--- config.mk ---
export PLATFORM = sky130hd
export DESIGN_NAME = wr_fault_injector
export DESIGN_NICKNAME = d
export VERILOG_FILES = /design/src/rtl/inj_pkg.sv /design/src/rtl/inj_regs.sv /design/src/rtl/inj_match.sv /design/src/rtl/inj_corrupt.sv /design/src/rtl/wr_fault_injector.sv
export SDC_FILE = /design/constraint.sdc
export NUM_CORES = 1
export LEC_CHECK = 0
export BUFFER_PORTS_ARGS = -buffer_cell sky130_fd_sc_hd__buf_2
export CORE_AREA = 2 2 154 156
export CTS_BUF_LIST = sky130_fd_sc_hd__clkbuf_8
export DETAILED_ROUTE_END_ITERATION = 16
export DIE_AREA = 0 0 156 158
export GPL_ROUTABILITY_DRIVEN = 0
export MAX_ROUTING_LAYER = met4
export PLACE_DENSITY = 0.85
export SYNTH_ARGS = -nofsm -noshare
export SYNTH_HDL_FRONTEND = slang
export SYNTH_SLANG_ARGS = --single-unit
--- constraint.sdc ---
create_clock -name clk -period 26.1 [get_ports clk]
set_input_delay 3.915 -clock clk [delete_from_list [all_inputs] [get_ports clk]]
set_output_delay 3.915 -clock clk [all_outputs]
set_load 0.02 [all_outputs]
--- src/rtl/inj_pkg.sv ---
package inj_pkg;
  localparam int NFLD    = 6;
  localparam int RADDR_W = 4;
  localparam int RDATA_W = 32;
  localparam int ANY_BIT = 31;

  typedef enum logic [RADDR_W-1:0] {
    RA_DIMM  = 4'd0,
    RA_RANK  = 4'd1,
    RA_CHAN  = 4'd2,
    RA_BANK  = 4'd3,
    RA_PAGE  = 4'd4,
    RA_COL   = 4'd5,
    RA_MASK  = 4'd6,
    RA_SECT  = 4'd7,
    RA_TYPE  = 4'd8,
    RA_ARM   = 4'd9,
    RA_COUNT = 4'd10
  } reg_addr_e;

  localparam int TYP_REPEAT = 0;
  localparam int TYP_ECC    = 1;
  localparam int TYP_PAR    = 2;

  function automatic int wider(input int a, input int b);
    return (a > b) ? a : b;
  endfunction
endpackage

--- src/rtl/inj_regs.sv ---
module inj_regs
  import inj_pkg::*;
#(
  parameter int FLD_W = 16,
  parameter int CHK_W = 8,
  parameter int CNT_W = 16
) (
  input  logic                             clk,
  input  logic                             rst_n,
  input  logic                             we,
  input  logic [RADDR_W-1:0]               addr,
  input  logic [RDATA_W-1:0]               wdata,
  input  logic                             inject,
  output logic [NFLD-1:0][FLD_W-1:0]       fld_val,
  output logic [NFLD-1:0]                  fld_any,
  output logic [CHK_W-1:0]                 mask,
  output logic [1:0]                       sect,
  output logic [2:0]                       typ,
  output logic                             armed,
  output logic [CNT_W-1:0]                 cnt,
  output logic [RDATA_W-1:0]               rdata
);
  logic [NFLD-1:0][FLD_W-1:0] val_q, val_d;
  logic [NFLD-1:0]            any_q, any_d;
  logic [CHK_W-1:0]           mask_q, mask_d;
  logic [1:0]                 sect_q, sect_d;
  logic [2:0]                 typ_q, typ_d;
  logic                       arm_q, arm_d;
  logic [CNT_W-1:0]           cnt_q, cnt_d;
  logic                       wr_arm;

  assign wr_arm = we && (addr == RA_ARM);

  always_comb begin
    val_d  = val_q;
    any_d  = any_q;
    mask_d = mask_q;
    sect_d = sect_q;
    typ_d  = typ_q;
    for (int i = 0; i < NFLD; i++) begin
      if (we && (addr == RADDR_W'(i))) begin
        val_d[i] = wdata[FLD_W-1:0];
        any_d[i] = wdata[ANY_BIT];
      end
    end
    if (we && (addr == RA_MASK)) mask_d = wdata[CHK_W-1:0];
    if (we && (addr == RA_SECT)) sect_d = wdata[1:0];
    if (we && (addr == RA_TYPE)) typ_d  = wdata[2:0];
    // software write to the arm register wins over self-clearing
    if (wr_arm)                             arm_d = |wdata;
    else if (inject && !typ_q[TYP_REPEAT])  arm_d = 1'b0;
    else                                    arm_d = arm_q;
    cnt_d = inject ? cnt_q + CNT_W'(1) : cnt_q;
  end

  always_ff @(posedge clk or negedge rst_n) begin
    if (!rst_n) begin
      val_q  <= '0;
      any_q  <= '1;
      mask_q <= '0;
      sect_q <= '0;
      typ_q  <= '0;
      arm_q  <= 1'b0;
      cnt_q  <= '0;
    end else begin
      if (we) begin
        val_q  <= val_d;
        any_q  <= any_d;
        mask_q <= mask_d;
        sect_q <= sect_d;
        typ_q  <= typ_d;
      end
      if (wr_arm || inject) arm_q <= arm_d;
      if (inject)           cnt_q <= cnt_d;
    end
  end

  always_comb begin
    rdata = '0;
    for (int i = 0; i < NFLD; i++) begin
      if (addr == RADDR_W'(i)) begin
        rdata[FLD_W-1:0] = val_q[i];
        rdata[ANY_BIT]   = any_q[i];
      end
    end
    case (addr)
      RA_MASK:  rdata[CHK_W-1:0] = mask_q;
      RA_SECT:  rdata[1:0]       = sect_q;
      RA_TYPE:  rdata[2:0]       = typ_q;
      RA_ARM:   rdata[0]         = arm_q;
      RA_COUNT: rdata[CNT_W-1:0] = cnt_q;
      default:  ;
    endcase
  end

  assign fld_val = val_q;
  assign fld_any = any_q;
  assign mask    = mask_q;
  assign sect    = sect_q;
  assign typ     = typ_q;
  assign armed   = arm_q;
  assign cnt     = cnt_q;
endmodule

--- src/rtl/inj_match.sv ---
module inj_match
  import inj_pkg::*;
#(
  parameter int FLD_W = 16
) (
  input  logic [NFLD-1:0][FLD_W-1:0] loc,
  input  logic [NFLD-1:0][FLD_W-1:0] fld_val,
  input  logic [NFLD-1:0]            fld_any,
  output logic                       hit
);
  logic [NFLD-1:0] fld_hit;

  for (genvar g = 0; g < NFLD; g++) begin : g_fld
    assign fld_hit[g] = fld_any[g] || (loc[g] == fld_val[g]);
  end

  assign hit = &fld_hit;
endmodule

--- src/rtl/inj_corrupt.sv ---
module inj_corrupt
  import inj_pkg::*;
#(
  parameter int DATA_W = 64,
  parameter int CHK_W  = 8
) (
  input  logic                clk,
  input  logic                rst_n,
  input  logic                in_valid,
  input  logic [2*DATA_W-1:0] in_data,
  input  logic [2*CHK_W-1:0]  in_chk,
  input  logic                fire,
  input  logic                ecc_en,
  input  logic                par_en,
  input  logic [1:0]          sect,
  input  logic [CHK_W-1:0]    mask,
  output logic                out_valid,
  output logic [2*DATA_W-1:0] out_data,
  output logic [2*CHK_W-1:0]  out_chk,
  output logic                out_par_err,
  output logic                inj_pulse
);
  logic [2*CHK_W-1:0]  flip;
  logic                vld_q, vld_d;
  logic [2*DATA_W-1:0] dat_q, dat_d;
  logic [2*CHK_W-1:0]  chk_q, chk_d;
  logic                par_q, par_d;
  logic                pls_q, pls_d;

  for (genvar h = 0; h < 2; h++) begin : g_half
    assign flip[h*CHK_W +: CHK_W] = (fire && ecc_en && sect[h]) ? mask : '0;
  end

  always_comb begin
    vld_d = in_valid;
    dat_d = in_data;
    chk_d = in_chk ^ flip;
    par_d = fire && par_en;
    pls_d = fire;
  end

  always_ff @(posedge clk or negedge rst_n) begin
    if (!rst_n) begin
      vld_q <= 1'b0;
      dat_q <= '0;
      chk_q <= '0;
      par_q <= 1'b0;
      pls_q <= 1'b0;
    end else begin
      vld_q <= vld_d;
      par_q <= par_d;
      pls_q <= pls_d;
      if (in_valid) begin
        dat_q <= dat_d;
        chk_q <= chk_d;
      end
    end
  end

  assign out_valid   = vld_q;
  assign out_data    = dat_q;
  assign out_chk     = chk_q;
  assign out_par_err = par_q;
  assign inj_pulse   = pls_q;
endmodule

--- src/rtl/wr_fault_injector.sv ---
module wr_fault_injector
  import inj_pkg::*;
#(
  parameter int DIMM_W = 2,
  parameter int RANK_W = 2,
  parameter int CHAN_W = 2,
  parameter int BANK_W = 3,
  parameter int PAGE_W = 16,
  parameter int COL_W  = 11,
  parameter int DATA_W = 64,
  parameter int CHK_W  = 8,
  parameter int CNT_W  = 16
) (
  input  logic                clk,
  input  logic                rst_n,
  input  logic                reg_we,
  input  logic [3:0]          reg_addr,
  input  logic [31:0]         reg_wdata,
  output logic [31:0]         reg_rdata,
  input  logic                in_valid,
  input  logic                in_write,
  input  logic [DIMM_W-1:0]   in_dimm,
  input  logic [RANK_W-1:0]   in_rank,
  input  logic [CHAN_W-1:0]   in_chan,
  input  logic [BANK_W-1:0]   in_bank,
  input  logic [PAGE_W-1:0]   in_page,
  input  logic [COL_W-1:0]    in_col,
  input  logic [2*DATA_W-1:0] in_data,
  input  logic [2*CHK_W-1:0]  in_chk,
  output logic                out_valid,
  output logic [2*DATA_W-1:0] out_data,
  output logic [2*CHK_W-1:0]  out_chk,
  output logic                out_par_err,
  output logic                inj_pulse
);
  localparam int FLD_W = wider(wider(wider(DIMM_W, RANK_W), wider(CHAN_W, BANK_W)),
                               wider(PAGE_W, COL_W));

  logic                       rst_m, rst_q;
  logic [NFLD-1:0][FLD_W-1:0] loc;
  logic [NFLD-1:0][FLD_W-1:0] fld_val;
  logic [NFLD-1:0]            fld_any;
  logic [CHK_W-1:0]           mask;
  logic [1:0]                 sect;
  logic [2:0]                 typ;
  logic                       armed;
  logic [CNT_W-1:0]           cnt;
  logic                       hit;
  logic                       fire;

  // asynchronous assert, synchronous release
  always_ff @(posedge clk or negedge rst_n) begin
    if (!rst_n) begin
      rst_m <= 1'b0;
      rst_q <= 1'b0;
    end else begin
      rst_m <= 1'b1;
      rst_q <= rst_m;
    end
  end

  assign loc[0] = FLD_W'(in_dimm);
  assign loc[1] = FLD_W'(in_rank);
  assign loc[2] = FLD_W'(in_chan);
  assign loc[3] = FLD_W'(in_bank);
  assign loc[4] = FLD_W'(in_page);
  assign loc[5] = FLD_W'(in_col);

  inj_regs #(.FLD_W(FLD_W), .CHK_W(CHK_W), .CNT_W(CNT_W)) u_regs (
    .clk     (clk),
    .rst_n   (rst_q),
    .we      (reg_we),
    .addr    (reg_addr),
    .wdata   (reg_wdata),
    .inject  (fire),
    .fld_val (fld_val),
    .fld_any (fld_any),
    .mask    (mask),
    .sect    (sect),
    .typ     (typ),
    .armed   (armed),
    .cnt     (cnt),
    .rdata   (reg_rdata)
  );

  inj_match #(.FLD_W(FLD_W)) u_match (
    .loc     (loc),
    .fld_val (fld_val),
    .fld_any (fld_any),
    .hit     (hit)
  );

  assign fire = armed && in_valid && in_write && hit && (typ[TYP_ECC] || typ[TYP_PAR]);

  inj_corrupt #(.DATA_W(DATA_W), .CHK_W(CHK_W)) u_corrupt (
    .clk         (clk),
    .rst_n       (rst_q),
    .in_valid    (in_valid),
    .in_data     (in_data),
    .in_chk      (in_chk),
    .fire        (fire),
    .ecc_en      (typ[TYP_ECC]),
    .par_en      (typ[TYP_PAR]),
    .sect        (sect),
    .mask        (mask),
    .out_valid   (out_valid),
    .out_data    (out_data),
    .out_chk     (out_chk),
    .out_par_err (out_par_err),
    .inj_pulse   (inj_pulse)
  );
endmodule

==> out/results.tsv <==
stage	metric	value	unit
route	vias per cell	5.928	
cells_and_area	fin nets	1587	
critical_path	reg-to-reg endpoint	u_corrupt.out_chk[3]	
global_route	largest net degree at the start of global routing	115	
place	port bufs	384	
sta	Max transition margin	0.1161	
yosys	most common flop cell mapped by yosys	dfrtp_1	
route	drt wl/cell	22.54	um
sta	RSZ-0062 raised after global routing	no	
global_route	Tot GR Track Use	0.3176	
yosys	multiplexer share of the synthesized area	0.2440	
sta	Final Hold Viols	0	
sta	setup TNS	0	ns
sta	Setup-failing EPs final	0	
yosys	Area contributors post-synth	dfrtp_1 (54%), mux2_2 (22%), xor2_1 (2.2%)	
floorplanning	Initial Utilization	0.5492	
cells_and_area	share of layout cells above drive strength 1	0.5207	
clocking	CTS Buffer Depth	3	
yosys	FF+latch count, synth	281	
yosys	Post-synth EDFFs	0	
yosys	synthesized area per cell	13.00	um^2
global_route	first-pass GRT wire length	57710	um
sta	Worst Clk Skew	0.02079	ns
clocking	post-CTS resize count	0	
power_and_ir_drop	VDD IR-drop max	0.04568	mV
sta	Final Cycle Share	0.4034	
clocking	postcts setup bufs	0	
sta	Slew Viols, Final	0	
yosys	adder-cell share of the synthesized area	0.0009883	
critical_path	crit-path max FO	14	
yosys	Synth Area in XOR/XNOR	0.03528	
clocking	CTS Hold Bufs	0	
yosys	largest family of logic cells by synthesized area	multiplexers	
floorplanning	die footprint	0.02465	mm^2
critical_path	Reg-to-Reg Start	u_regs.fld_val[37]	
clocking	Clk pin slew, worst setup/hold paths	0.06	ns
yosys	Post-Syn Instances	974	
place	cell area after placement	0.01476	mm^2
clocking	CTS tree	yes	
cells_and_area	Storage cell area	0.007043	mm^2
power_and_ir_drop	Lkg Pwr	7.463	nW
clocking	CTS Root Cell	clkbuf_8	
route	Total Wirelength	38320	um
outcome	status	complete, no violations	
yosys	Cell Area, Synth	0.01266	mm^2
critical_path	Worst Setup SP	reg_addr[2]	
yosys	top-count cell post-synth	dfrtp_1	
global_route	vias in the first global route	10150	
floorplanning	num rows	56	
route	final routed DRC violation total	0	
yosys	Synth top cells by count	dfrtp_1 (275), mux2_2 (251), nand2_1 (56)	
yosys	post-synth cell types	47	
yosys	Yosys warning total	0	
sta	fmax	0.09499	GHz
global_route	initial antenna violation count	5	
route	antenna-violating nets left	0	
yosys	complex-gate fraction of the synthesized area	0.04388	
yosys	simple-gate share of the synthesized area	0.09290	
floorplanning	core area	0.02305	mm^2
critical_path	r2r worst-path depth	8	
power_and_ir_drop	pwr dens	76.10	mW/mm^2
critical_path	kind of critical path	in2out	
cells_and_area	Area Growth Syn to Fin	24.62	%
floorplanning	I/O Pins	400	
route	first-pass iteration count of the detailed router	5	
global_route	GR Overflow Total	0	
worst_hold_path	worst min path class	reg2async	
critical_path	Reg2Reg Setup Slack	22.73	ns
cells_and_area	area of the multi-input gates	0.005346	mm^2
job	max-cap viol count	0	
place	DP HPWL	27840	um
sta	fin crit period	10.53	ns
yosys	register area share after synthesis	0.5560	
cells_and_area	final instance area	0.01578	mm^2
clocking	clock latency on the worst-skew pair	0.56	ns
cells_and_area	Filler cells	1660	
clocking	TritonCTS Buffers	48	
critical_path	CP Launch Type	input port	
floorplanning	Die W	156	um
critical_path	Worst EP required	22.18	ns
floorplanning	Die Ht	158	um
yosys	top cell type's share of synthesized area	0.5436	
clocking	CTS H-Tree Depth	2	
critical_path	Crit path arrival time	6.61	ns
route	via count	10080	
yosys	Async S/R FF share, synth	1.000	
critical_path	Setup crit end kind	primary output	
sta	worst-margin pin slew	1.316	ns
clocking	clock sink count	281	
power_and_ir_drop	Pwr Total	0.001201	W
cells_and_area	post-layout util	0.6844	
yosys	biggest area consumer among synthesized cells	dfrtp_1	
route	initial drt markers	926	
## stage by stage
stage	setup WS (ns)	hold slack (ns)	std cells
global placement	15.97	0.3127	1605
CTS	15.77	0.3003	1694
detailed placement	15.79	0.3230	1605
floorplan	16.24	0.3312	988
global route	15.49	0.3402	1699
finish	15.57	0.2962	1700
## per-layer routing
metal,vias up,GRT usage,share of wire
met2,649,0.5046,0.47
li1,4338,-,-
met5,-,-,0
met1,4958,0.3868,0.38
met3,132,0.08459,0.10
met4,0,0.1363,0.044
## registers in the layout, indices dropped and copies added (netlist names), 2 cells and up
name                flops
u_regs.mask             8
u_corrupt.out_chk      16
u_regs.fld_any          6
u_regs.fld_val         96
u_regs.sect             2
u_regs.cnt             16
u_regs.typ              3
u_corrupt.out_data    128
## kinds of logic after synthesis
logic type                 after synthesis
and+or+nand+nor                        227
other                                    2
adders and majority gates                1
buffers and inverters                   71
xor gates and xnor gates                51
AOI/OAI and AO/OA                       75
DFF                                    281
muxes                                  266
## layout make-up
type                       instances  area share
clock buffer                      60     0.05234
sequential                       281      0.4464
clock inverter                    29     0.01094
antenna                            6   0.0009517
timing repair buffer             392      0.1260
inverter                           6    0.001428
tap                              290     0.02300
multi-input combinational        636      0.3389
## cells in the final DEF (no fill, tap or decap), drive strengths merged, types with 12 or more instances in the layout
cell type  count
buf          392
nor4          28
a31oi         25
mux2         251
nor2b         20
xor2          32
or4           21
inv           28
nor2          30
dfrtp        275
nand2         56
nand3         40
clkbuf        60
xnor2         19
conb          16
nor3          12
## power breakdown
part           total [W]  internal, W  switching (W)  leakage, nW
registers       0.000567     0.000502      0.0000646         3.36
logic           0.000230     0.000108       0.000121         3.51
clock network   0.000404     0.000227       0.000177        0.596
## worst max path at each step
stage,to,depth (start not counted)
after floorplan,reg_rdata[1],7
after global placement,reg_rdata[9],7
after detailed placement,reg_rdata[14],7
after CTS,reg_rdata[14],7
after global routing,reg_rdata[14],7
final,reg_rdata[14],7
## critical path, stage by stage
cell      delay (ns)
buf_2           0.18
nor2_1          0.78
nand2_1         0.34
nor2_1          0.62
a222oi_1        0.26
a31oi_1         0.32
buf_2           0.21
Power figures use the tool's default switching activity.
